`config.mk`:
```
export PLATFORM = sky130hd
export DESIGN_NAME = rx_accept_ctrl
export DESIGN_NICKNAME = d
export VERILOG_FILES = /design/src/rtl/rxacc_pkg.sv /design/src/rtl/rxacc_datapath.sv /design/src/rtl/rxacc_ctrl.sv /design/src/rtl/rx_accept_ctrl.sv
export SDC_FILE = /design/constraint.sdc
export NUM_CORES = 1
export LEC_CHECK = 0
export ABC_CLOCK_PERIOD_IN_PS = 3140
export BUFFER_PORTS_ARGS = -buffer_cell sky130_fd_sc_hd__buf_2
export CAP_MARGIN = 30
export CORE_MARGIN = 3
export CORE_UTILIZATION = 35
export CTS_CLUSTER_SIZE = 24
export DETAILED_ROUTE_END_ITERATION = 8
export PLACE_DENSITY = 0.59
export SLEW_MARGIN = 20
export SYNTH_ARGS = -nofsm -noshare
export SYNTH_HDL_FRONTEND = slang
export SYNTH_HIERARCHICAL = 1
export SYNTH_SLANG_ARGS = --single-unit
```
`constraint.sdc`:
```
create_clock -name clk -period 3.14 [get_ports clk]
set_clock_uncertainty 0.15 [all_clocks]
set_input_delay 0.628 -clock clk [delete_from_list [all_inputs] [get_ports clk]]
set_output_delay 0.628 -clock clk [all_outputs]
set_load 0.01 [all_outputs]
```
`src/rtl/rxacc_pkg.sv`:
```
package rxacc_pkg;
  typedef struct packed {
    logic shift;
    logic emit;
  } dpStrobe_t;

  typedef enum logic [1:0] {
    ST_IDLE,
    ST_RECV,
    ST_FLUSH
  } rxState_t;
endpackage

```
`src/rtl/rxacc_datapath.sv`:
```
module rxacc_datapath
  import rxacc_pkg::*;
#(
  parameter int ADDR_BYTES = 6
) (
  input  logic                    clk,
  input  logic                    rstN,
  input  dpStrobe_t               str,
  input  logic [7:0]              rxByte,
  input  logic [8*ADDR_BYTES-1:0] stationAddr,
  output logic                    isMcast,
  output logic                    isBcast,
  output logic                    uniMatch,
  output logic [7:0]              memData,
  output logic                    memWrite
);
  localparam int LAST = ADDR_BYTES - 1;

  logic [7:0] line [ADDR_BYTES];
  logic [7:0] daByte [ADDR_BYTES];
  logic [ADDR_BYTES-1:0] byteEq;
  logic [ADDR_BYTES-1:0] byteOnes;

  // Destination view on the sixth-byte beat: older bytes sit deeper in the line.
  for (genvar k = 0; k < ADDR_BYTES; k++) begin : g_da
    if (k == LAST) begin : g_cur
      assign daByte[k] = rxByte;
    end else begin : g_old
      assign daByte[k] = line[LAST-1-k];
    end
    assign byteEq[k]   = (daByte[k] == stationAddr[8*k +: 8]);
    assign byteOnes[k] = (daByte[k] == 8'hFF);
  end

  assign isMcast  = daByte[0][0];
  assign isBcast  = &byteOnes;
  assign uniMatch = &byteEq;

  always_ff @(posedge clk) begin
    if (!rstN) begin
      for (int i = 0; i < ADDR_BYTES; i++) line[i] <= '0;
      memData  <= '0;
      memWrite <= 1'b0;
    end else begin
      memWrite <= str.shift && str.emit;
      if (str.shift) begin
        line[0] <= rxByte;
        for (int i = 1; i < ADDR_BYTES; i++) line[i] <= line[i-1];
        if (str.emit) memData <= line[LAST];
      end
    end
  end

  // every write leaves through the delay line on a shift
  a_r10_write_on_shift: assert property (@(posedge clk) disable iff (!rstN)
    (str.shift && str.emit) |=> memWrite);
endmodule

```
`src/rtl/rxacc_ctrl.sv`:
```
module rxacc_ctrl
  import rxacc_pkg::*;
#(
  parameter int MAX_LEN      = 1532,
  parameter int CARRIER_BITS = 12,
  parameter int ADDR_BYTES   = 6,
  parameter int FCS_BYTES    = 4
) (
  input  logic      clk,
  input  logic      rstN,
  input  logic      carrierSense,
  input  logic      bitTick,
  input  logic      filterCarrier,
  input  logic      rxValid,
  input  logic      rxStart,
  input  logic      rxEnd,
  input  logic      rxEnable,
  input  logic      fullDuplex,
  input  logic      txBusy,
  input  logic      promiscuous,
  input  logic      allMulticast,
  input  logic      mcastHit,
  input  logic      stripCrc,
  input  logic      abortClear,
  input  logic      isMcast,
  input  logic      isBcast,
  input  logic      uniMatch,
  output dpStrobe_t str,
  output logic      frameAccepted,
  output logic      frameDiscarded,
  output logic      rxAbort
);
  localparam int LEN_W = $clog2(MAX_LEN + 2);
  localparam int CAR_W = $clog2(CARRIER_BITS + 1);
  localparam int FL_W  = $clog2(ADDR_BYTES + 1);

  rxState_t         state;
  logic [LEN_W-1:0] byteCnt;
  logic [CAR_W-1:0] carrierCnt;
  logic [FL_W-1:0]  flushLeft;
  logic             accepted, aborted, selfBlk;

  logic carrierOk, startBeat, lastDa, accNow, abortNow, abortSet, keep;

  assign carrierOk = carrierSense &&
                     (!filterCarrier || carrierCnt == CAR_W'(CARRIER_BITS));
  assign startBeat = (state == ST_IDLE) && rxValid && rxStart && carrierOk && rxEnable;
  assign lastDa    = (byteCnt == LEN_W'(ADDR_BYTES - 1));
  assign accNow    = !selfBlk &&
                     (promiscuous || (isMcast ? (isBcast || allMulticast || mcastHit) : uniMatch));
  assign abortNow  = (byteCnt == LEN_W'(MAX_LEN));
  assign abortSet  = (state == ST_RECV) && rxValid && abortNow;
  assign keep      = !aborted && !abortNow && (lastDa ? accNow : accepted);

  always_comb begin
    str.shift = startBeat || (state == ST_RECV && rxValid) || (state == ST_FLUSH);
    str.emit  = (state == ST_FLUSH) ||
                (state == ST_RECV && accepted && !aborted && byteCnt >= LEN_W'(ADDR_BYTES));
  end

  // Carrier qualification counter
  always_ff @(posedge clk) begin
    if (!rstN || !carrierSense) carrierCnt <= '0;
    else if (bitTick && carrierCnt < CAR_W'(CARRIER_BITS)) carrierCnt <= carrierCnt + 1'b1;
  end

  always_ff @(posedge clk) begin
    if (!rstN) begin
      state          <= ST_IDLE;
      byteCnt        <= '0;
      flushLeft      <= '0;
      accepted       <= 1'b0;
      aborted        <= 1'b0;
      selfBlk        <= 1'b0;
      frameAccepted  <= 1'b0;
      frameDiscarded <= 1'b0;
      rxAbort        <= 1'b0;
    end else begin
      frameAccepted  <= 1'b0;
      frameDiscarded <= 1'b0;
      if (abortSet)        rxAbort <= 1'b1;
      else if (abortClear) rxAbort <= 1'b0;
      unique case (state)
        ST_IDLE: if (startBeat) begin
          byteCnt  <= LEN_W'(1);
          selfBlk  <= !fullDuplex && txBusy;
          accepted <= 1'b0;
          aborted  <= 1'b0;
          if (rxEnd) frameDiscarded <= 1'b1;
          else       state <= ST_RECV;
        end
        ST_RECV: if (rxValid) begin
          if (byteCnt <= LEN_W'(MAX_LEN)) byteCnt <= byteCnt + 1'b1;
          if (lastDa)   accepted <= accNow;
          if (abortNow) aborted  <= 1'b1;
          if (rxEnd) begin
            if (keep) begin
              state     <= ST_FLUSH;
              flushLeft <= stripCrc ? FL_W'(ADDR_BYTES - FCS_BYTES) : FL_W'(ADDR_BYTES);
            end else begin
              state          <= ST_IDLE;
              frameDiscarded <= 1'b1;
            end
          end
        end
        ST_FLUSH: begin
          flushLeft <= flushLeft - 1'b1;
          if (flushLeft == FL_W'(1)) begin
            frameAccepted <= 1'b1;
            state         <= ST_IDLE;
          end
        end
        default: state <= ST_IDLE;
      endcase
    end
  end

  a_r1_no_start_without_carrier: assert property (@(posedge clk) disable iff (!rstN)
    (state == ST_IDLE && !carrierSense) |=> (state == ST_IDLE && !frameDiscarded));
  a_r2_idle_when_disabled: assert property (@(posedge clk) disable iff (!rstN)
    (state == ST_IDLE && !rxEnable) |=> (state == ST_IDLE && !frameDiscarded));
  a_r8_abort_sticky: assert property (@(posedge clk) disable iff (!rstN)
    (rxAbort && !abortClear) |=> rxAbort);
  a_r10_single_outcome: assert property (@(posedge clk) disable iff (!rstN)
    !(frameAccepted && frameDiscarded));
  a_r7_flush_bounded: assert property (@(posedge clk) disable iff (!rstN)
    (state == ST_FLUSH) |-> (flushLeft != '0));
endmodule

```
`src/rtl/rx_accept_ctrl.sv`:
```
module rx_accept_ctrl
  import rxacc_pkg::*;
#(
  parameter int MAX_LEN      = 1532,
  parameter int CARRIER_BITS = 12,
  parameter int ADDR_BYTES   = 6,
  parameter int FCS_BYTES    = 4
) (
  input  logic                    clk,
  input  logic                    rstN,
  input  logic                    carrierSense,
  input  logic                    bitTick,
  input  logic                    filterCarrier,
  input  logic                    rxValid,
  input  logic                    rxStart,
  input  logic                    rxEnd,
  input  logic [7:0]              rxByte,
  input  logic                    rxEnable,
  input  logic                    fullDuplex,
  input  logic                    txBusy,
  input  logic                    promiscuous,
  input  logic                    allMulticast,
  input  logic                    mcastHit,
  input  logic                    stripCrc,
  input  logic [8*ADDR_BYTES-1:0] stationAddr,
  input  logic                    abortClear,
  output logic [7:0]              memData,
  output logic                    memWrite,
  output logic                    frameAccepted,
  output logic                    frameDiscarded,
  output logic                    rxAbort
);
  dpStrobe_t str;
  logic isMcast, isBcast, uniMatch;

  rxacc_ctrl #(
    .MAX_LEN(MAX_LEN), .CARRIER_BITS(CARRIER_BITS),
    .ADDR_BYTES(ADDR_BYTES), .FCS_BYTES(FCS_BYTES)
  ) u_ctrl (
    .clk(clk), .rstN(rstN), .carrierSense(carrierSense), .bitTick(bitTick),
    .filterCarrier(filterCarrier), .rxValid(rxValid), .rxStart(rxStart),
    .rxEnd(rxEnd), .rxEnable(rxEnable), .fullDuplex(fullDuplex), .txBusy(txBusy),
    .promiscuous(promiscuous), .allMulticast(allMulticast), .mcastHit(mcastHit),
    .stripCrc(stripCrc), .abortClear(abortClear), .isMcast(isMcast),
    .isBcast(isBcast), .uniMatch(uniMatch), .str(str),
    .frameAccepted(frameAccepted), .frameDiscarded(frameDiscarded), .rxAbort(rxAbort)
  );

  rxacc_datapath #(.ADDR_BYTES(ADDR_BYTES)) u_dp (
    .clk(clk), .rstN(rstN), .str(str), .rxByte(rxByte), .stationAddr(stationAddr),
    .isMcast(isMcast), .isBcast(isBcast), .uniMatch(uniMatch),
    .memData(memData), .memWrite(memWrite)
  );
endmodule

```
==> run_results.csv <==
group,metric,value,unit
status,outcome,"completed",
floorplanning,start_util,36.8,%
logic_synthesis,ys.flop_type,"edfxtp_1",
critical_path,path_max_fanout,6,
finish,stdcell_count,636,
floorplanning,core,0.0117,mm^2
power,p_clk_share,44.9,%
timing,finalSetupTns,0,ps
floorplanning,die-area,0.0137,mm^2
clock_network,cts_setup_buffers,0,
power,switching_share,22.6,%
logic_synthesis,syn-cell-area,0.00430,mm^2
critical_path,critical_path_buf_inv_count,1,
timing,tightest_slew,563,ps
timing,holdWs,312,ps
power,p_seq_share,46.5,%
timing,min_period,2880,ps
timing,finalMaxSlewViolations,0,
logic_synthesis,synth_top_area_share,33.5,%
clock_network,clk_pin_slew,60,ps
detailed_routing,vias_per_cell,5.46,
critical_path,critical_path.cell_chain,"xor2_1 -> nor4_1 -> buf_4 -> nand4_1 -> nor3_2 -> nor3_1 -> a211oi_1 -> mux2i_1 -> o311ai_1 -> o211ai_1",
clock_network,numCtsBuffers,9,
detailed_routing,vias,3474,
timing,max_freq,348,MHz
timing,relSlewSlack,61.4,%
critical_path,cp.required,3180,ps
logic_synthesis,synth-edff-count,48,
logic_synthesis,yosys-top-cells-count,"52 x and3_1, 49 x xor2_1, 48 x edfxtp_1",
floorplanning,die_y,117,um
critical_path,endpoint_kind,"flop",
clock_network,htree_num_levels,3,
floorplanning,rows,39,
global_route,grt.overflow.total,0,
logic_synthesis,ys_ff_latch,83,
finish,nNetsFinal,567,
finish,diodes,0,
placed_design,dp_cells,620,
floorplanning,ioPinCount,84,
critical_path,start_kind,"flop",
logic_synthesis,synth.most_common_cell,"and3_1",
critical_path,cpPeakStageDelay,470,ps
finish,layout-drive-gt1-share,24.3,%
finish,area_delta_synth_final,21.5,%
detailed_routing,postRouteAntennaNets,0,
logic_synthesis,synth_area_leaders,"edfxtp_1 33%, dfxtp_1 16%, xor2_1 10%, and3_1 7.6%, nand4_1 2.6%",
clock_network,cts_hold_buf,0,
power,power.switching,0.616,mW
global_route,grt_pass1_wl,17500,um
detailed_routing,drt_iter0_markers,238,
logic_synthesis,ys_seq_area_share,49.8,%
logic_synthesis,async_flop_share,0,%
logic_synthesis,syn-num-nets,485,
detailed_routing,routedWlPerCell,17.3,um
critical_path,cp_top_family,"simple AND/OR/NAND/NOR gates",
clock_network,clk_path_buf_depth,2,
detailed_routing,drtPass1Iterations,5,
global_route,grt_pass1_vias,3387,
global_route,grt_usage,16.4,%
finish,final_core_util,44.6,%
clock_network,cts_tree,"yes",
power,p_int,2.11,mW
power,pwr_density_cell,521,mW/mm^2
job,drv_cap,0,
logic_synthesis,syn_inst,406,
logic_synthesis,synth_top_cell_by_area,"edfxtp_1",
clock_network,root_buffer,"clkbuf_16",
clock_network,cts.sinks,83,
finish,fill_cells,1113,
global_route,antenna_found_initial,0,
power,comb_power_share,8.7,%
logic_synthesis,synth_cell_types,57,
hold_path,hold_class,"flop to flop",
detailed_routing,drc,0,
timing,finalCritPeriodShare,91.6,%
timing,rsz0062_at_grt,"no",
logic_synthesis,syn_avg_cell_area,10.6,um^2
critical_path,slowest_stage,"edfxtp_1",
placed_design,io_buffers,83,
placed_design,dp_hpwl,8070,um
floorplanning,die_x,117,um
logic_synthesis,ys_warn_count,6,
clock_network,clk-insertion-delay-late,330,ps
power,power.leakage,2.25,nW
timing,setup_violations,0,
timing,finalHoldViolations,0,
placed_design,gp_congestion,0.822,
global_route,grt_max_degree,59,
critical_path,crit_type,"flop to flop",
critical_path,worst_ep_arrival_time,2910,ps
detailed_routing,wl,11000,um
power,peakVddDrop,0.252,mV
clock_network,cts_resized,0,
-- worst paths after layout --
kind | from | endpoint | slack [ps] | cells past startpoint
min | u_dp/memData[5] | u_dp/memData[5] | 310 | 2
max | u_dp/line[3][4] | u_ctrl/flushLeft[2] | 260 | 10
max reg2reg | u_dp/line[3][4] | u_ctrl/flushLeft[2] | 260 | 10
min reg2reg | u_dp/memData[5] | u_dp/memData[5] | 310 | 2
-- registers in the layout, indices dropped and copies added, names as in the netlist --
register               count
u_dp/line                 48
u_ctrl/byteCnt            11
u_dp/memData               8
u_ctrl/carrierCnt          4
u_ctrl/flushLeft           3
u_ctrl/state               2
u_ctrl/aborted             1
u_ctrl/accepted            1
u_ctrl/frameAccepted       1
u_ctrl/frameDiscarded      1
u_ctrl/rxAbort             1
u_ctrl/selfBlk             1
u_dp/memWrite              1
-- layout by cell type, fill, tap and decap left out, drive strengths merged, types with 2 or more instances in the layout --
cell	n
clkbuf	12
buf	89
nor3	8
o21ai	7
nand2b	3
xor2	49
nand4	18
nor4	18
o311ai	2
or4	8
mux2i	2
inv	12
and4b	2
nand3	16
ha	7
o21a	4
o311a	2
clkinv	2
o211ai	4
edfxtp	48
bufinv	2
a21boi	9
and3	53
a21oi	13
nand2	20
o31ai	6
dfxtp	35
nor2	17
and2b	2
nor2b	5
-- power by group through the flow --
| stage | logic (mW) | registers [mW] | clock network (mW) |
|---|---|---|---|
| 6_report | 0.236 | 1.27 | 1.22 |
| 3_3_place_gp | 0.231 | 1.29 | 0 |
| 5_1_grt | 0.263 | 1.27 | 1.29 |
| 3_5_place_dp | 0.236 | 1.29 | 0 |
| 4_1_cts | 0.237 | 1.27 | 1.25 |
| 2_1_floorplan | 0.136 | 1.26 | 0 |
-- layer usage --
layer  track usage (%)  wire (um)  share of wire, %
met1              22.9       4980                45
met3              4.16        700               6.3
met5                 0          0                 0
met2              25.2       5150                47
met4              5.12        184               1.7
-- cell families (layout without fill, tap and decap cells) --
| family | count (synthesis) | after routing | synth area share, % |
|---|---|---|---|
| flops | 83 | 83 | 49.8 |
| mux | 2 | 2 | 0.465 |
| buf+inv | 30 | 117 | 3.08 |
| simple gates | 179 | 179 | 24.8 |
| fa+ha+maj | 7 | 7 | 2.03 |
| compound gates | 55 | 55 | 9.71 |
| xor+xnor | 50 | 50 | 10.2 |
-- layout make-up --
type,instances,area [um^2],share of cell area [%]
tap,143,179,3.42
timing repair buffer,89,473,9.05
sequential,83,2140,41.0
inverter,12,45.0,0.862
clock buffer,12,279,5.34
multi-input combinational,293,2030,38.9
clock inverter,4,77.6,1.48
-- through the flow --
step           power, mW  area (um^2)  worst slack (ps)
6_report            2.72         5230               263
5_1_grt             2.83         5230              93.5
4_1_cts             2.75         5230               338
3_5_place_dp        1.52         4870              94.8
3_3_place_gp        1.52         4870               125
2_1_floorplan       1.40         4310               351
-- worst min-delay path: stages (launching register included) --
cell and delay [ps]:
dfxtp_1 300, nand2_1 50, a21boi_0 70
Note: power is estimated with default switching activity, not from simulation.
